### src/rtl/pwm_idle_pkg.sv
package pwm_idle_pkg;

    typedef enum logic [2:0] {
        CH_INIT  = 3'd0,
        CH_OFF   = 3'd1,
        CH_ZERO  = 3'd2,
        CH_FULL  = 3'd3,
        CH_DRIVE = 3'd4,
        CH_HOLD  = 3'd5
    } ch_state_e;

endpackage

### src/rtl/idle_tick_gen.sv
module idle_tick_gen #(
    parameter int PRESCALE = 50000
) (
    input  logic clk,
    input  logic rst_n,
    output logic tick_o
);
    localparam int PW = (PRESCALE > 2) ? $clog2(PRESCALE) : 1;
    localparam logic [PW-1:0] LAST = PW'(PRESCALE - 1);

    logic [PW-1:0] div_q;

    assign tick_o = (div_q == LAST);

    always_ff @(posedge clk or negedge rst_n) begin
        if (!rst_n) begin
            div_q <= '0;
        end else if (tick_o) begin
            div_q <= '0;
        end else begin
            div_q <= div_q + 1'b1;
        end
    end
endmodule

### src/rtl/idle_timer.sv
module idle_timer #(
    parameter int TIMEOUT_TICKS = 60
) (
    input  logic clk,
    input  logic rst_n,
    input  logic tick_i,
    input  logic clr_i,
    output logic idle_o,
    output logic expire_o
);
    localparam int CW = (TIMEOUT_TICKS > 1) ? $clog2(TIMEOUT_TICKS) : 1;
    localparam logic [CW-1:0] LAST = CW'(TIMEOUT_TICKS - 1);

    logic [CW-1:0] cnt_q;
    logic          idle_q;

    // expiry is a one-clock event; a clear in the same clock cancels it
    assign expire_o = tick_i && !idle_q && !clr_i && (cnt_q == LAST);
    assign idle_o   = idle_q;

    always_ff @(posedge clk or negedge rst_n) begin
        if (!rst_n) begin
            cnt_q  <= '0;
            idle_q <= 1'b0;
        end else if (clr_i) begin
            cnt_q  <= '0;
            idle_q <= 1'b0;
        end else if (expire_o) begin
            cnt_q  <= '0;
            idle_q <= 1'b1;
        end else if (tick_i && !idle_q) begin
            cnt_q  <= cnt_q + 1'b1;
        end
    end
endmodule

### src/rtl/chan_ctrl.sv
module chan_ctrl
    import pwm_idle_pkg::*;
#(
    parameter int CODE_W = 12
) (
    input  logic              clk,
    input  logic              rst_n,
    input  logic              hold_mode,
    input  logic              sleep_n,
    input  logic              lvl_i,
    input  logic              rise_i,
    input  logic              code_vld_i,
    input  logic [CODE_W-1:0] code_i,
    input  logic              idle_i,
    input  logic              expire_i,
    output logic              timer_clr_o,
    output logic [CODE_W-1:0] code_o,
    output logic              oe_o,
    output logic              off_o
);
    localparam logic [CODE_W-1:0] FULL_CODE = {CODE_W{1'b1}};

    ch_state_e         state_q, state_d, idle_target;
    logic [CODE_W-1:0] code_q;
    logic              armed_q;
    logic              pair_ok_q;
    logic              lvl_q;
    logic              fall;
    logic              accept;

    assign fall        = lvl_q && !lvl_i;
    assign timer_clr_o = rise_i || (fall && idle_i) || !sleep_n;
    assign accept      = code_vld_i && pair_ok_q && sleep_n;

    always_comb begin
        if (hold_mode) begin
            idle_target = lvl_i ? CH_HOLD : CH_OFF;
        end else begin
            idle_target = lvl_i ? CH_FULL : CH_ZERO;
        end
    end

    // next state
    always_comb begin
        state_d = state_q;
        if (!sleep_n) begin
            state_d = CH_OFF;
        end else if (accept) begin
            state_d = CH_DRIVE;
        end else begin
            unique case (state_q)
                CH_INIT:  state_d = hold_mode ? CH_OFF : CH_ZERO;
                CH_OFF: begin
                    if (!hold_mode) begin
                        state_d = CH_ZERO;
                    end
                end
                CH_ZERO, CH_FULL, CH_DRIVE, CH_HOLD: begin
                    if (expire_i) begin
                        state_d = idle_target;
                    end
                end
                default:  state_d = CH_INIT;
            endcase
        end
    end

    // state register
    always_ff @(posedge clk or negedge rst_n) begin
        if (!rst_n) begin
            state_q <= CH_INIT;
        end else begin
            state_q <= state_d;
        end
    end

    // edge pairing and code capture
    always_ff @(posedge clk or negedge rst_n) begin
        if (!rst_n) begin
            code_q    <= '0;
            armed_q   <= 1'b0;
            pair_ok_q <= 1'b0;
            lvl_q     <= 1'b0;
        end else begin
            lvl_q <= lvl_i;
            if (!sleep_n) begin
                armed_q   <= 1'b0;
                pair_ok_q <= 1'b0;
            end else if (rise_i) begin
                pair_ok_q <= armed_q;
                armed_q   <= 1'b1;
            end else if (expire_i) begin
                armed_q   <= 1'b0;
                pair_ok_q <= 1'b0;
            end
            if (accept) begin
                code_q <= code_i;
            end
        end
    end

    // outputs
    always_comb begin
        code_o = '0;
        oe_o   = 1'b0;
        off_o  = 1'b1;
        unique case (state_q)
            CH_INIT: begin
                if (!hold_mode) begin
                    oe_o  = 1'b1;
                    off_o = 1'b0;
                end
            end
            CH_OFF: begin
                oe_o  = 1'b0;
                off_o = 1'b1;
            end
            CH_ZERO: begin
                oe_o  = 1'b1;
                off_o = 1'b0;
            end
            CH_FULL: begin
                code_o = FULL_CODE;
                oe_o   = 1'b1;
                off_o  = 1'b0;
            end
            CH_DRIVE, CH_HOLD: begin
                code_o = code_q;
                oe_o   = 1'b1;
                off_o  = 1'b0;
            end
            default: begin
                oe_o  = 1'b0;
                off_o = 1'b1;
            end
        endcase
    end
endmodule

### src/rtl/pwm_idle_ctrl.sv
module pwm_idle_ctrl #(
    parameter int NUM_CH        = 4,
    parameter int CODE_W        = 12,
    parameter int PRESCALE      = 50000,
    parameter int TIMEOUT_TICKS = 60
) (
    input  logic                     clk,
    input  logic                     rst_n,
    input  logic                     hold_mode,
    input  logic                     sleep_n,
    input  logic                     ext_ref,
    input  logic [NUM_CH-1:0]        pwm_level,
    input  logic [NUM_CH-1:0]        pwm_rise,
    input  logic [NUM_CH-1:0]        conv_valid,
    input  logic [NUM_CH*CODE_W-1:0] conv_code,
    output logic [NUM_CH*CODE_W-1:0] dac_code,
    output logic [NUM_CH-1:0]        drive_en,
    output logic [NUM_CH-1:0]        chan_off,
    output logic                     ref_off
);
    logic              tick;
    logic [NUM_CH-1:0] idle;
    logic [NUM_CH-1:0] expire;
    logic [NUM_CH-1:0] timer_clr;

    idle_tick_gen #(.PRESCALE(PRESCALE)) tick_i (
        .clk    (clk),
        .rst_n  (rst_n),
        .tick_o (tick)
    );

    for (genvar ch = 0; ch < NUM_CH; ch++) begin : g_ch
        idle_timer #(.TIMEOUT_TICKS(TIMEOUT_TICKS)) timer_i (
            .clk      (clk),
            .rst_n    (rst_n),
            .tick_i   (tick),
            .clr_i    (timer_clr[ch]),
            .idle_o   (idle[ch]),
            .expire_o (expire[ch])
        );

        chan_ctrl #(.CODE_W(CODE_W)) ctrl_i (
            .clk         (clk),
            .rst_n       (rst_n),
            .hold_mode   (hold_mode),
            .sleep_n     (sleep_n),
            .lvl_i       (pwm_level[ch]),
            .rise_i      (pwm_rise[ch]),
            .code_vld_i  (conv_valid[ch]),
            .code_i      (conv_code[ch*CODE_W +: CODE_W]),
            .idle_i      (idle[ch]),
            .expire_i    (expire[ch]),
            .timer_clr_o (timer_clr[ch]),
            .code_o      (dac_code[ch*CODE_W +: CODE_W]),
            .oe_o        (drive_en[ch]),
            .off_o       (chan_off[ch])
        );
    end

    // reference sleeps with an external reference or when no channel is awake
    assign ref_off = ext_ref || (&chan_off);
endmodule

### config.mk
export PLATFORM = sky130hd
export DESIGN_NAME = pwm_idle_ctrl
export DESIGN_NICKNAME = d
export VERILOG_FILES = /design/src/rtl/pwm_idle_pkg.sv /design/src/rtl/idle_tick_gen.sv /design/src/rtl/idle_timer.sv /design/src/rtl/chan_ctrl.sv /design/src/rtl/pwm_idle_ctrl.sv
export SDC_FILE = /design/constraint.sdc
export NUM_CORES = 1
export LEC_CHECK = 0
export ABC_AREA = 1
export BUFFER_PORTS_ARGS = -buffer_cell sky130_fd_sc_hd__buf_2
export CORE_MARGIN = 2
export CORE_UTILIZATION = 43
export CTS_CLUSTER_DIAMETER = 150
export DETAILED_ROUTE_END_ITERATION = 10
export HOLD_SLACK_MARGIN = 0.06
export PLACE_DENSITY_LB_ADDON = 0.05
export SLEW_MARGIN = 15
export SYNTH_ARGS = -nofsm -noshare
export SYNTH_HDL_FRONTEND = slang
export SYNTH_SLANG_ARGS = --single-unit
### constraint.sdc
create_clock -name clk -period 2 [get_ports clk]
set_clock_uncertainty 0.15 [all_clocks]
set_input_delay 0.1 -clock clk [delete_from_list [all_inputs] [get_ports clk]]
set_output_delay 0.1 -clock clk [all_outputs]
set_load 0.05 [all_outputs]
======== Word level (Yosys, flattened, before mapping) ========
Cells that the tools add are included.
storage, ports and cells
  register bits ........................... 116
  bits of input ports ..................... 65
  output and inout bits ................... 57
  word-level logic and storage cells ...... 231
operators by class
  add/sub/neg operators ................... 5
  eq/ne operators ......................... 37
  mux-type cells .......................... 85
  reductions and logical operators ........ 75
operators with widths
  cell                                                                    number
  12-bit case mux with 2 select lines                                     4
  6-bit two-way mux                                                       12
  3-bit two-way mux                                                       21
  3-bit case mux with 3 select lines                                      4
  1-bit two-way mux                                                       34
  1-bit logical AND                                                       28
  6-bit by 1-bit adder with 6-bit output (second input constant)          4
  3-bit by 2-bit equality test with 1-bit output (second input constant)  8
  3-bit equality test (second input constant)                             8
  6-bit equality test (second input constant)                             4
  16-bit by 1-bit adder with 16-bit output (second input constant)        1
  16-bit equality test (second input constant)                            1
  16-bit two-way mux                                                      1
  4-bit by 2-bit != test with 1-bit output (second input constant)        4
  4-bit by 3-bit != test with 1-bit output (second input constant)        4
  1-bit case mux with 2 select lines                                      8
  4-bit OR reduction                                                      4
  1-bit logical NOT                                                       13
  3-bit by 1-bit equality test with 1-bit output (second input constant)  4
  3-bit logical NOT                                                       4
  3-bit by 1-bit != test with 1-bit output (second input constant)        4
  3-bit nonzero test                                                      4
  1-bit logical OR                                                        9
  2-bit AND reduction                                                     4
  4 further kinds                                                         10

======== Depth between registers and ports, before layout ========
Gate-level depths: netlist of the first run.
  depth in word-level cells ............... 12
  gate-level depth with buffers ........... 12
  gate-level depth less buffers ........... 11

======== Cells and area by module ========
Synthesis of the first run repeated with hierarchy kept, for this count alone.
unflattened totals
  cell total of the unflattened synthesis .. 869
  area total of the unflattened synthesis .. 6,358.6 um^2
by module, submodules not included
  module         times used  cells an instance  area each (um^2)  sequential area each (um^2)
  chan_ctrl      4           134                972.2             450.4
  idle_timer     4           52                 394.1             175.2
  idle_tick_gen  1           121                877.1             400.4
  pwm_idle_ctrl  1           4                  16.3              0.0

======== Worst setup path after synthesis of the first run ========
OpenSTA, ideal clock, no wires.
  kind .................................... flip-flop to output port
  from .................................... register g_ch[1].ctrl_i.state_q[2]
  to ...................................... output ref_off
  arrival time ............................ 1.813 ns
  required time ........................... 1.750 ns
  setup slack ............................. -0.063 ns
  stages on the path, launching flop included .. 10
  buffers on the path ..................... 1
  path through ............................ dfrtp_1 > buf_4 > inv_1 > nand3_1 > nand2_1 > nor2_1 > inv_1 > o21ai_2 > inv_1 > o21bai_1
between the ends
  longest elaborated chain between the ends .. 5
  elaborated cells on any way between the ends .. 9
ends and longest elaborated chain
  what                                                                                          line                 text
  from (decl)                                                                                   chan_ctrl.sv:23      ch_state_e state_q, state_d, idle_target;
  from (signal assigned)                                                                        chan_ctrl.sv:73      state_q <= state_d;
  3-bit by 2-bit equality test with 1-bit output / 3-bit equality test (equally long branches)  chan_ctrl.sv:107     unique case (state_q)
  4-bit OR reduction (no source line)                                                           n/a
  1-bit case mux with 2 select lines *                                                          chan_ctrl.sv:107
  via g_ch[1].ctrl_i.off_o                                                                      chan_ctrl.sv:19      output logic off_o
  4-bit AND reduction *                                                                         pwm_idle_ctrl.sv:61  assign ref_off = ext_ref || (&chan_off);
  1-bit logical OR *                                                                            pwm_idle_ctrl.sv:61
  to (decl)                                                                                     pwm_idle_ctrl.sv:19  output logic ref_off
The timed path passes the listed nets; every way through them passes the cells marked *.

======== Worst setup path in the final report of the first run ========
  from .................................... register g_ch[1].ctrl_i.state_q[2]
  to ...................................... output ref_off
between the ends
  longest elaborated chain between the ends .. 5
  elaborated cells on any way between the ends .. 9
ends and longest elaborated chain
  what                                                                                          line
  3-bit by 2-bit equality test with 1-bit output / 3-bit equality test (equally long branches)  chan_ctrl.sv:107
  4-bit OR reduction (no source line)                                                           n/a
  1-bit case mux with 2 select lines *                                                          chan_ctrl.sv:107
  4-bit AND reduction *                                                                         pwm_idle_ctrl.sv:61
  1-bit logical OR *                                                                            pwm_idle_ctrl.sv:61
Mark *: on every way between the ends. The rest lies on a longest branch, timed or not.

==> impl_metrics.xml, run 1 <==
<?xml version="1.0" encoding="UTF-8"?>
<metrics>
  <group name="finish">
    <metric name="post_synthesis_to_final_layout_area_growth" unit="%">40.9</metric>
    <metric name="stdcell_count" unit="">1174</metric>
    <metric name="nets" unit="">1047</metric>
    <metric name="number_of_diodes" unit="">0</metric>
    <metric name="layout-drive-gt1-share" unit="%">32.0</metric>
  </group>
  <group name="clock_tree">
    <metric name="worst_setup_hold_path_clk_slew" unit="ns">0.06</metric>
    <metric name="clk-insertion-delay-late" unit="ns">0.42</metric>
    <metric name="clock_path_buffers" unit="">2</metric>
    <metric name="cts_max_level" unit="">4</metric>
    <metric name="clock_tree_from_tritoncts" unit="">built</metric>
    <metric name="cts.root.buffer_cell" unit="">sky130_fd_sc_hd__clkbuf_16</metric>
    <metric name="numCtsBuffers" unit="">17</metric>
    <metric name="numClockSinks" unit="">116</metric>
  </group>
  <group name="drt">
    <metric name="routed_wl" unit="mm">15.8</metric>
    <metric name="num_vias" unit="">5848</metric>
    <metric name="drt-initial-drc-count" unit="">291</metric>
    <metric name="drtPass1Iterations" unit="">5</metric>
    <metric name="via_cell_ratio" unit="">4.98</metric>
    <metric name="wl_per_cell" unit="um">13.4</metric>
    <metric name="route.detailed.drc" unit="">0</metric>
    <metric name="final_antenna_net_count" unit="">0</metric>
  </group>
  <group name="sta">
    <metric name="layout_min_cycle_time" unit="ns">2.01</metric>
    <metric name="fin_crit_sh" unit="%">101</metric>
    <metric name="final_hold_violation_count" unit="">0</metric>
    <metric name="finalWorstSetupSlack" unit="ns">-0.0123</metric>
    <metric name="number_of_setup_violations_in_the_final_report" unit="">1</metric>
    <metric name="slew_headroom" unit="%">68.9</metric>
    <metric name="worstMarginPinSlew" unit="ns">0.466</metric>
    <metric name="rsz0062_at_grt" unit="">true</metric>
    <metric name="timing_max_transition_violations_final" unit="">0</metric>
    <metric name="fmax" unit="MHz">497</metric>
  </group>
  <group name="die">
    <metric name="core" unit="um^2">14400</metric>
    <metric name="die_area" unit="um^2">15500</metric>
    <metric name="dieWidth" unit="um">125</metric>
    <metric name="die_h" unit="um">125</metric>
    <metric name="floorplan.initialDensity" unit="%">43.5</metric>
    <metric name="boundaryPins" unit="">122</metric>
    <metric name="rows" unit="">44</metric>
  </group>
  <group name="grt">
    <metric name="via_count_of_the_first_global_routing_pass" unit="">5803</metric>
    <metric name="grt_max_degree" unit="">64</metric>
    <metric name="grt.total_usage" unit="%">20.8</metric>
    <metric name="grt_antenna_before_repair" unit="">0</metric>
    <metric name="grt_first_pass_wirelength" unit="mm">26.6</metric>
    <metric name="grt_overflow" unit="">0</metric>
  </group>
  <group name="placed_design">
    <metric name="placed_cells_incl_taps" unit="">1052</metric>
    <metric name="hpwlAfterDp" unit="mm">10.5</metric>
    <metric name="gp_congestion" unit="">0.851</metric>
    <metric name="io_buffers" unit="">121</metric>
  </group>
  <group name="synth">
    <metric name="post_synth_num_cell_types" unit="">42</metric>
    <metric name="syn_nets" unit="">828</metric>
    <metric name="synth_cells" unit="">758</metric>
    <metric name="post_synth_instance_area" unit="um^2">6250</metric>
    <metric name="synthesis.yosys.warnings" unit="">0</metric>
    <metric name="synth_area_per_cell" unit="um^2">8.25</metric>
    <metric name="ys_ff_latch" unit="">116</metric>
    <metric name="yosysSeqAreaShare" unit="%">46.4</metric>
    <metric name="largest_cells_by_area_after_synthesis" unit="">sky130_fd_sc_hd__dfrtp_1, sky130_fd_sc_hd__nand2_1, sky130_fd_sc_hd__nand3_1, sky130_fd_sc_hd__mux2_2, sky130_fd_sc_hd__inv_1</metric>
    <metric name="synth_top_cell_by_area" unit="">sky130_fd_sc_hd__dfrtp_1</metric>
    <metric name="synth_top_area_share" unit="%">46.4</metric>
  </group>
  <group name="critical_path">
    <metric name="worstPathArrival" unit="ns">1.76</metric>
    <metric name="timing.rr.end" unit="">g_ch[3].ctrl_i.state_q[2]$_DFFE_PN0P_</metric>
    <metric name="rr_worst_depth" unit="">11</metric>
    <metric name="critPathKind" unit="">reg -&gt; out</metric>
    <metric name="endpoint_kind" unit="">output port</metric>
    <metric name="worst-path-max-fanout" unit="">4</metric>
    <metric name="reg2reg_slack" unit="ns">0.13</metric>
    <metric name="regToRegStartpoint" unit="">tick_i.div_q[1]$_DFF_PN0_</metric>
    <metric name="timing.critical_path.from_type" unit="">flop</metric>
    <metric name="worst-endpoint-required" unit="ns">1.75</metric>
  </group>
  <group name="status">
    <metric name="failed_checks" unit="">setup timing</metric>
    <metric name="status" unit="">finished with violations</metric>
  </group>
  <group name="hold_path">
    <metric name="min_path_type" unit="">in -&gt; async</metric>
  </group>
  <group name="flow_run">
    <metric name="drv.max_cap_violation_count" unit="">0</metric>
  </group>
  <group name="power_and_ir_drop">
    <metric name="power.density_cell_area" unit="nW/um^2">1260</metric>
    <metric name="total_power" unit="mW">11.1</metric>
    <metric name="vdd.ir_drop.worst" unit="mV">1.00</metric>
    <metric name="power_leakage" unit="nW">4.58</metric>
  </group>
</metrics>
## worst max-delay path, cell delays in order (launching register included)
cell                       delay [ns]
sky130_fd_sc_hd__dfrtp_1         0.43
sky130_fd_sc_hd__buf_6           0.14
sky130_fd_sc_hd__nor3_2          0.04
sky130_fd_sc_hd__nor2_2          0.14
sky130_fd_sc_hd__inv_2           0.06
sky130_fd_sc_hd__o21ai_2         0.16
sky130_fd_sc_hd__inv_2           0.09
sky130_fd_sc_hd__o21bai_4        0.12
sky130_fd_sc_hd__buf_6           0.17
## stage by stage
step / utilization, % / area [um^2] / hold slack (ns) / setup WS, ns / setup TNS, ns
final: 61.3 / 8810 / 0.0912 / -0.0123 / -0.0123
after global routing: 61.3 / 8810 / 0.131 / -0.104 / -0.377
after CTS: 59.1 / 8490 / 0.0871 / -0.0405 / -0.0782
after detailed placement: 49.5 / 7110 / -0.00474 / 0.0134 / 0
after global placement: 49.5 / 7110 / -0.00512 / 0.103 / 0
after floorplan: - / 6260 / -0.346 / 0.217 / 0
## placed cells by master (no fill, tap or decap), drive strengths merged, types with 2 or more instances in the layout
cell | synthesis | final
nand2 | 235 | 235
buf | 18 | 152
dfrtp | 116 | 116
nand3 | 87 | 87
inv | 80 | 80
dlygate4sd3 | 0 | 63
nor2 | 58 | 58
clkbuf | 11 | 38
o21ai | 37 | 37
mux2 | 36 | 36
nand4 | 18 | 18
xor2 | 12 | 12
a21oi | 10 | 10
nor3 | 8 | 8
xnor2 | 6 | 6
ha | 5 | 5
clkinv | 1 | 5
bufinv | 0 | 4
a211oi | 3 | 3
o31ai | 3 | 3
nand3b | 3 | 3
o22ai | 3 | 3
nor4 | 2 | 2
## Yosys cell counts, drive strengths merged
master  number
nor3         8
o21bai       1
nor2        58
o22ai        3
buf         18
a211oi       3
clkinv       1
a22o         1
o21ai       37
mux2        36
nand4       18
nor4         2
xnor2        6
dfrtp      116
nand3       87
ha           5
and3         1
a32oi        1
nand3b       3
mux2i        1
o211ai       1
clkbuf      11
a21oi       10
inv         80
xor2        12
nand2      235
o31ai        3
## state kept, by name, summed over array words and instances (netlist names)
| name | count |
|---|---|
| g_ch.ctrl_i.code_q | 48 |
| g_ch.timer_i.cnt_q | 24 |
| tick_i.div_q | 16 |
| g_ch.ctrl_i.state_q | 12 |
| g_ch.ctrl_i.armed_q | 4 |
| g_ch.ctrl_i.lvl_q | 4 |
| g_ch.ctrl_i.pair_ok_q | 4 |
| g_ch.timer_i.idle_o | 4 |
## logic make-up (layout without fill, tap and decap cells)
kind of cell,count (synthesis),after routing,synth area share (%)
xor gates and xnor gates,18,18,2.52
muxes,37,37,6.64
adders and majority gates,5,5,1.00
and+or+nand+nor,412,412,30.3
DFF,116,116,46.4
buffers and inverters,110,342,7.66
AOI/OAI and AO/OA,60,60,5.48
## report_power, final
| group | switching, mW | internal, mW | total (mW) |
|---|---|---|---|
| Clock | 1.05 | 2.28 | 3.32 |
| Combinational | 3.33 | 1.41 | 4.75 |
| Sequential | 0.273 | 2.73 | 3.00 |
## area by class of cell
type | count | area [um^2]
Clock inverter | 8 | 144
Inverter | 81 | 307
Sequential cell | 116 | 2910
Fill cell | 1237 | 5560
Multi-Input combinational cell | 532 | 3030
Tap cell | 184 | 230
Timing Repair Buffer | 229 | 1680
Clock buffer | 24 | 512
## layer usage
layer / wire (um) / vias up / GRT usage, %
met4: 224 / 0 / 6.61
met2: 7730 / 131 / 35.1
met1: 7180 / 2802 / 26.0
li1: - / 2895 / -
met3: 648 / 20 / 5.54
met5: 0 / - / 0
## how the worst max path moves through the flow
stage	startpoint	endpoint	slack, ns	depth (start not counted)
6_report	g_ch[1].ctrl_i.state_q[2]$_DFFE_PN0P_	ref_off	-0.01	8
3_3_place_gp	tick_i.div_q[0]$_DFF_PN0_	g_ch[3].ctrl_i.state_q[0]$_DFFE_PN0P_	0.10	9
3_5_place_dp	tick_i.div_q[0]$_DFF_PN0_	g_ch[3].ctrl_i.state_q[2]$_DFFE_PN0P_	0.01	9
4_1_cts	g_ch[1].ctrl_i.state_q[0]$_DFFE_PN0P_	ref_off	-0.04	7
5_1_grt	g_ch[1].ctrl_i.state_q[2]$_DFFE_PN0P_	ref_off	-0.10	9
2_1_floorplan	g_ch[1].ctrl_i.state_q[2]$_DFFE_PN0P_	ref_off	0.22	9
## repair_timing
action,4_1_cts,5_1_grt
endpoints found under the setup margin,21,66
endpoints found under the hold margin,191,0
pin swaps,2,20
gates resized for setup,15,60
buffers inserted,8,19
hold buffers,63,0
No activity file was read; power rests on OpenSTA's default activity.
==> inputs of run 2 (changes only) <==
--- a/config.mk
+++ b/config.mk
@@ -8,8 +8,9 @@
 export ABC_AREA = 1
 export BUFFER_PORTS_ARGS = -buffer_cell sky130_fd_sc_hd__buf_2
 export CORE_MARGIN = 2
-export CORE_UTILIZATION = 43
+export CORE_UTILIZATION = 35
 export CTS_CLUSTER_DIAMETER = 150
+export CTS_CLUSTER_SIZE = 40
 export DETAILED_ROUTE_END_ITERATION = 10
 export HOLD_SLACK_MARGIN = 0.06
 export PLACE_DENSITY_LB_ADDON = 0.05
==> run 2 against run 1 <==
Against the previous run: the flow now finishes without violations; die area up 22%; hold slack better by 0.0046 ns; sequential share of layout area down 0.075 points; sequential cell count unchanged; clock power down 5%; clock-buffer cell count down 1; design area up 0.23%; combinational power about the same; non-clock buffer count up 4; fmax up 1.1%; largest power group unchanged; power down 1.3%.
==> impl_metrics.xml, run 2 (synthesized netlist as in run 1, its figures left out) <==
<?xml version="1.0" encoding="UTF-8"?>
<metrics>
  <group name="status">
    <metric name="status" unit="">complete, no violations</metric>
  </group>
  <group name="finish">
    <metric name="max_flop_register" unit="">g_ch.ctrl_i.code_q</metric>
    <metric name="top_regs" unit="">g_ch.ctrl_i.code_q (48), g_ch.timer_i.cnt_q (24), tick_i.div_q (16)</metric>
    <metric name="number_of_diodes" unit="">0</metric>
    <metric name="layout_commonest_cell" unit="">sky130_fd_sc_hd__nand2_1</metric>
    <metric name="nets" unit="">1053</metric>
    <metric name="largest_register_ffs" unit="">48</metric>
    <metric name="final_cell_mix" unit="">sky130_fd_sc_hd__nand2_1, sky130_fd_sc_hd__dfrtp_1, sky130_fd_sc_hd__buf_2, sky130_fd_sc_hd__nand3_1, sky130_fd_sc_hd__dlygate4sd3_1</metric>
    <metric name="num-fill-cells" unit="">1675</metric>
    <metric name="layout-drive-gt1-share" unit="%">31.4</metric>
    <metric name="post_synthesis_to_final_layout_area_growth" unit="%">41.3</metric>
    <metric name="stdcell_count" unit="">1221</metric>
  </group>
  <group name="clock_tree">
    <metric name="clock_tree_from_tritoncts" unit="">built</metric>
    <metric name="clock_path_buffers" unit="">2</metric>
    <metric name="clk-insertion-delay-late" unit="ns">0.43</metric>
    <metric name="worst_setup_hold_path_clk_slew" unit="ns">0.06</metric>
    <metric name="numCtsBuffers" unit="">17</metric>
    <metric name="cts_max_level" unit="">4</metric>
    <metric name="numClockSinks" unit="">116</metric>
    <metric name="cts.root.buffer_cell" unit="">sky130_fd_sc_hd__clkbuf_16</metric>
  </group>
  <group name="sta">
    <metric name="rsz0062_at_grt" unit="">true</metric>
    <metric name="fin_crit_sh" unit="%">99.5</metric>
    <metric name="layout_min_cycle_time" unit="ns">1.99</metric>
    <metric name="final_hold_violation_count" unit="">0</metric>
    <metric name="timing_max_transition_violations_final" unit="">0</metric>
    <metric name="tns" unit="ns">0</metric>
    <metric name="number_of_setup_violations_in_the_final_report" unit="">0</metric>
    <metric name="fmax" unit="MHz">503</metric>
    <metric name="slew_headroom" unit="%">59.9</metric>
    <metric name="worstMarginPinSlew" unit="ns">0.601</metric>
  </group>
  <group name="critical_path">
    <metric name="critical-path-top-cell-by-count" unit="">sky130_fd_sc_hd__inv_2</metric>
    <metric name="worst-path-max-fanout" unit="">5</metric>
    <metric name="worst_setup_path_startpoint" unit="">g_ch[1].ctrl_i.state_q[2]$_DFFE_PN0P_</metric>
    <metric name="crit_cells" unit="">9</metric>
    <metric name="rr_worst_depth" unit="">9</metric>
    <metric name="regToRegStartpoint" unit="">tick_i.div_q[0]$_DFF_PN0_</metric>
    <metric name="critical-path-max-stage-delay" unit="ns">0.42</metric>
    <metric name="cp_num_buf_inv" unit="">4</metric>
    <metric name="timing.critical_path.cells" unit="">inv_2 -&gt; nand3_2 -&gt; nand2_1 -&gt; nor2_2 -&gt; inv_2 -&gt; o21ai_4 -&gt; inv_2 -&gt; o21bai_4 -&gt; buf_6</metric>
    <metric name="worst-endpoint-required" unit="ns">1.75</metric>
    <metric name="critical_path.top_delay_family" unit="">flip-flops</metric>
    <metric name="reg2reg_slack" unit="ns">0.12</metric>
    <metric name="critPathSlowestCell" unit="">sky130_fd_sc_hd__dfrtp_2</metric>
    <metric name="critPathKind" unit="">reg -&gt; out</metric>
    <metric name="timing.critical_path.from_type" unit="">flop</metric>
    <metric name="endpoint_kind" unit="">output port</metric>
    <metric name="worstPathArrival" unit="ns">1.74</metric>
  </group>
  <group name="die">
    <metric name="dieWidth" unit="um">138</metric>
    <metric name="die_h" unit="um">138</metric>
    <metric name="boundaryPins" unit="">122</metric>
    <metric name="core" unit="um^2">17400</metric>
    <metric name="floorplan.initialDensity" unit="%">36.0</metric>
    <metric name="die_area" unit="um^2">18900</metric>
    <metric name="rows" unit="">48</metric>
  </group>
  <group name="drt">
    <metric name="final_antenna_net_count" unit="">0</metric>
    <metric name="via_cell_ratio" unit="">4.80</metric>
    <metric name="drt-initial-drc-count" unit="">272</metric>
    <metric name="drtPass1Iterations" unit="">5</metric>
    <metric name="route.detailed.drc" unit="">0</metric>
    <metric name="routed_wl" unit="mm">16.8</metric>
    <metric name="wl_per_cell" unit="um">13.8</metric>
    <metric name="num_vias" unit="">5859</metric>
  </group>
  <group name="hold_path">
    <metric name="min_path_type" unit="">in -&gt; async</metric>
  </group>
  <group name="grt">
    <metric name="grt.total_usage" unit="%">18.0</metric>
    <metric name="grt_antenna_before_repair" unit="">0</metric>
    <metric name="grt_first_pass_wirelength" unit="mm">26.6</metric>
    <metric name="via_count_of_the_first_global_routing_pass" unit="">5728</metric>
    <metric name="grt_overflow" unit="">0</metric>
    <metric name="grt_max_degree" unit="">44</metric>
  </group>
  <group name="power_and_ir_drop">
    <metric name="power.density_cell_area" unit="nW/um^2">1240</metric>
    <metric name="power_leakage" unit="nW">4.53</metric>
    <metric name="vdd.ir_drop.worst" unit="mV">1.24</metric>
  </group>
  <group name="placed_design">
    <metric name="placed_cells_incl_taps" unit="">1101</metric>
    <metric name="hpwlAfterDp" unit="mm">11.4</metric>
    <metric name="io_buffers" unit="">121</metric>
    <metric name="gp_congestion" unit="">0.825</metric>
  </group>
  <group name="flow_run">
    <metric name="drv.max_cap_violation_count" unit="">0</metric>
  </group>
</metrics>
-- run 2: cell types whose count changed in the layout (fill, tap and decap cells not counted), sizes merged, moves of 2 or more --
cell         delta
clkinvlp        +3
buf             -2
dlygate4sd3     +4
nand2           +2
-- run 2: final cells by class --
type                    instances  area, um^2  share of cell area [%]
clock buffers                  23         488                    5.52
clock inverters                 9         125                    1.42
inverters                      81         310                    3.51
multi-input cells             534        3020                    34.1
flip-flops and latches        116        2910                    32.9
well taps                     225         282                    3.19
repair buffers                233        1710                    19.3
-- run 2: report_power, final --
| part | internal [mW] | switching, mW | total (mW) |
|---|---|---|---|
| sequential | 2.72 | 0.279 | 3.00 |
| clock | 2.08 | 1.09 | 3.17 |
| combinational | 1.43 | 3.33 | 4.75 |
| total | 6.23 | 4.69 | 10.9 |
-- run 2: routing by layer --
layer  GRT usage, %  up-vias  wire length [um]
met2           29.3      138              8140
met4           7.39        0               295
met3           4.64       23               724
li1               -     2900                 -
met1           22.8     2798              7660
met5              0        -                 0
-- run 2: per-stage QoR --
stage	area, um^2	power [mW]	hold slack (ns)	worst slack, ns	util (%)
after floorplan	6260	6.40	-0.346	0.217	-
after global placement	7180	7.13	0.00568	0.147	41.4
after detailed placement	7180	7.17	0.00312	0.0550	41.4
after CTS	8600	10.8	0.0693	-0.0400	49.6
after global routing	8830	11.5	0.119	-0.0858	50.9
final	8830	10.9	0.0958	0.0104	50.9
-- run 2: path summary, 6_finish.rpt --
path,endpoint
min in group clk,g_ch[2].ctrl_i.state_q[1]$_DFFE_PN0P_
worst min-delay path,g_ch[3].timer_i.cnt_q[1]$_DFFE_PN0P_
worst max register to register,g_ch[3].ctrl_i.state_q[2]$_DFFE_PN0P_
max in group asynchronous,g_ch[1].ctrl_i.state_q[2]$_DFFE_PN0P_
worst max-delay path,ref_off
worst min register to register,g_ch[2].ctrl_i.code_q[4]$_DFFE_PN0P_
-- run 2: repair_timing --
item / 4_1_cts / 5_1_grt
resized for setup: 26 / 53
cloned: 0 / 2
setup endpoints to repair: 21 / 68
setup buffers: 8 / 11
endpoints found under the hold margin: 187 / 0
hold buffers: 67 / 0
pin swaps: 6 / 17
==> inputs of run 3 (changes only) <==
--- a/config.mk
+++ b/config.mk
@@ -7,6 +7,7 @@
 export LEC_CHECK = 0
 export ABC_AREA = 1
 export BUFFER_PORTS_ARGS = -buffer_cell sky130_fd_sc_hd__buf_2
+export CORE_ASPECT_RATIO = 0.6
 export CORE_MARGIN = 2
 export CORE_UTILIZATION = 35
 export CTS_CLUSTER_DIAMETER = 150
==> run 3 against run 2 <==
Against the previous run: the flow now finishes with violations (setup timing); clock-buffer cell count fell by 4; power is 1.1% higher; global-route usage barely moved; final cell count barely moved; first-iteration DRC count is 17% higher; highest routed layer unchanged; fmax shrank 1.5%.
==> impl_metrics.xml, run 3 (synthesized netlist as in run 1, its figures left out) <==
<?xml version="1.0" encoding="UTF-8"?>
<metrics>
  <group name="status">
    <metric name="status" unit="">finished with violations</metric>
    <metric name="failed_checks" unit="">setup timing</metric>
  </group>
  <group name="sta">
    <metric name="worstMarginPinSlew" unit="ns">0.565</metric>
    <metric name="fin_crit_sh" unit="%">101</metric>
    <metric name="layout_min_cycle_time" unit="ns">2.02</metric>
    <metric name="timing_max_transition_violations_final" unit="">0</metric>
    <metric name="number_of_setup_violations_in_the_final_report" unit="">1</metric>
    <metric name="finalWorstSetupSlack" unit="ns">-0.0195</metric>
    <metric name="tns" unit="ns">-0.0195</metric>
    <metric name="rsz0062_at_grt" unit="">true</metric>
    <metric name="fmax" unit="MHz">495</metric>
    <metric name="hold_slack" unit="ns">0.0724</metric>
    <metric name="slew_headroom" unit="%">62.3</metric>
    <metric name="final_hold_violation_count" unit="">0</metric>
  </group>
  <group name="critical_path">
    <metric name="critPathSlowestCell" unit="">sky130_fd_sc_hd__dfrtp_2</metric>
    <metric name="worstPathArrival" unit="ns">1.77</metric>
    <metric name="critical-path-max-stage-delay" unit="ns">0.46</metric>
    <metric name="worst-endpoint-required" unit="ns">1.75</metric>
    <metric name="worst-path-max-fanout" unit="">5</metric>
    <metric name="reg2reg_slack" unit="ns">0.14</metric>
    <metric name="endpoint_kind" unit="">output port</metric>
    <metric name="timing.critical_path.cells" unit="">inv_2 -&gt; nor2_2 -&gt; nor2_4 -&gt; inv_2 -&gt; nor2_4 -&gt; nand3_2 -&gt; o21bai_4 -&gt; buf_6</metric>
    <metric name="timing.critical_path.from_type" unit="">flop</metric>
    <metric name="critPathKind" unit="">reg -&gt; out</metric>
  </group>
  <group name="drt">
    <metric name="wl_per_cell" unit="um">13.6</metric>
    <metric name="drtPass1Iterations" unit="">5</metric>
    <metric name="route.detailed.drc" unit="">0</metric>
    <metric name="num_vias" unit="">5779</metric>
    <metric name="routed_wl" unit="mm">16.6</metric>
    <metric name="via_cell_ratio" unit="">4.73</metric>
    <metric name="final_antenna_net_count" unit="">0</metric>
    <metric name="drt-initial-drc-count" unit="">318</metric>
  </group>
  <group name="die">
    <metric name="die_h" unit="um">108</metric>
    <metric name="die_area" unit="um^2">19000</metric>
    <metric name="core" unit="um^2">17300</metric>
    <metric name="dieWidth" unit="um">177</metric>
    <metric name="boundaryPins" unit="">122</metric>
    <metric name="floorplan.initialDensity" unit="%">36.1</metric>
    <metric name="rows" unit="">37</metric>
  </group>
  <group name="finish">
    <metric name="number_of_diodes" unit="">0</metric>
    <metric name="layout_commonest_cell" unit="">sky130_fd_sc_hd__nand2_1</metric>
    <metric name="stdcell_count" unit="">1222</metric>
    <metric name="largest_register_ffs" unit="">48</metric>
    <metric name="final_cell_mix" unit="">sky130_fd_sc_hd__nand2_1, sky130_fd_sc_hd__dfrtp_1, sky130_fd_sc_hd__buf_2, sky130_fd_sc_hd__nand3_1, sky130_fd_sc_hd__dlygate4sd3_1</metric>
    <metric name="postLayoutCellArea" unit="um^2">8860</metric>
    <metric name="post_synthesis_to_final_layout_area_growth" unit="%">41.7</metric>
    <metric name="nets" unit="">1045</metric>
    <metric name="finish.utilization" unit="%">51.2</metric>
    <metric name="num-fill-cells" unit="">1642</metric>
    <metric name="layout-drive-gt1-share" unit="%">31.8</metric>
    <metric name="max_flop_register" unit="">g_ch.ctrl_i.code_q</metric>
    <metric name="top_regs" unit="">g_ch.ctrl_i.code_q (48), g_ch.timer_i.cnt_q (24), tick_i.div_q (16)</metric>
  </group>
  <group name="grt">
    <metric name="grt_antenna_before_repair" unit="">0</metric>
    <metric name="grt_overflow" unit="">0</metric>
    <metric name="grt_first_pass_wirelength" unit="mm">27.2</metric>
    <metric name="grt_max_degree" unit="">40</metric>
    <metric name="grt.total_usage" unit="%">18.0</metric>
    <metric name="via_count_of_the_first_global_routing_pass" unit="">5688</metric>
  </group>
  <group name="clock_tree">
    <metric name="cts.root.buffer_cell" unit="">sky130_fd_sc_hd__clkbuf_16</metric>
    <metric name="worst_setup_hold_path_clk_slew" unit="ns">0.06</metric>
    <metric name="numClockSinks" unit="">116</metric>
    <metric name="clock_path_buffers" unit="">2</metric>
    <metric name="clk-insertion-delay-late" unit="ns">0.41</metric>
    <metric name="numCtsBuffers" unit="">17</metric>
    <metric name="cts_max_level" unit="">4</metric>
    <metric name="clock_tree_from_tritoncts" unit="">built</metric>
  </group>
  <group name="placed_design">
    <metric name="placed_cell_area" unit="um^2">7180</metric>
    <metric name="hpwlAfterDp" unit="mm">11.7</metric>
    <metric name="gp_congestion" unit="">0.807</metric>
    <metric name="placed_cells_incl_taps" unit="">1107</metric>
    <metric name="io_buffers" unit="">121</metric>
    <metric name="dpl_worst_slack" unit="ns">0.0466</metric>
  </group>
  <group name="flow_run">
    <metric name="drv.max_cap_violation_count" unit="">0</metric>
  </group>
  <group name="power_and_ir_drop">
    <metric name="vdd.ir_drop.worst" unit="mV">0.623</metric>
    <metric name="power_leakage" unit="nW">4.51</metric>
    <metric name="power.density_cell_area" unit="nW/um^2">1250</metric>
    <metric name="total_power" unit="mW">11.0</metric>
  </group>
  <group name="hold_path">
    <metric name="min_path_type" unit="">in -&gt; async</metric>
  </group>
</metrics>
run 3: power breakdown:
part	switching (mW)	internal, mW
registers	0.279	2.73
clock network	1.17	2.04
logic	3.35	1.47
total	4.80	6.24
run 3: layout make-up:
| cell class | instances | area (um^2) | area share (%) |
|---|---|---|---|
| multi-input combinational | 532 | 3040 | 34.3 |
| sequential | 116 | 2910 | 32.8 |
| tap | 234 | 293 | 3.31 |
| inverter | 81 | 309 | 3.49 |
| clock buffer | 19 | 453 | 5.11 |
| timing repair buffer | 227 | 1690 | 19.0 |
| clock inverter | 13 | 174 | 1.96 |
run 3: worst max-delay path, delay by kind of cell, from the launching register on:
kind / cells / cell delay, ns
compound gates: 1 / 0.16
buf+inv: 3 / 0.31
flops: 1 / 0.46
simple gates: 4 / 0.42
run 3: final timing paths:
check | startpoint | endpoint | cells after the start
min | rst_n | g_ch[2].timer_i.cnt_q[0]$_DFFE_PN0P_ | 2
max | g_ch[0].ctrl_i.state_q[2]$_DFFE_PN0P_ | ref_off | 8
min reg2reg | g_ch[2].ctrl_i.code_q[11]$_DFFE_PN0P_ | g_ch[2].ctrl_i.code_q[11]$_DFFE_PN0P_ | 2
max in group asynchronous | rst_n | g_ch[2].ctrl_i.code_q[11]$_DFFE_PN0P_ | 3
min in group clk | conv_valid[1] | g_ch[1].ctrl_i.state_q[2]$_DFFE_PN0P_ | 5
max reg2reg | tick_i.div_q[0]$_DFF_PN0_ | g_ch[2].timer_i.cnt_q[0]$_DFFE_PN0P_ | 11
run 3: layer usage:
metal	global-route usage, %	up-vias	share of wire [%]
li1	-	2907	-
met1	24.7	2723	49
met2	28.1	130	45
met3	4.31	19	4.6
met4	5.73	0	1.2
met5	0	-	0
run 3: what timing repair did:
action | CTS | global route
hold buffers | 63 | 0
setup endpoints to repair | 19 | 58
endpoints found under the hold margin | 189 | 0
gates resized for setup | 26 | 66
setup buffers | 4 | 16
pin swaps | 3 | 15
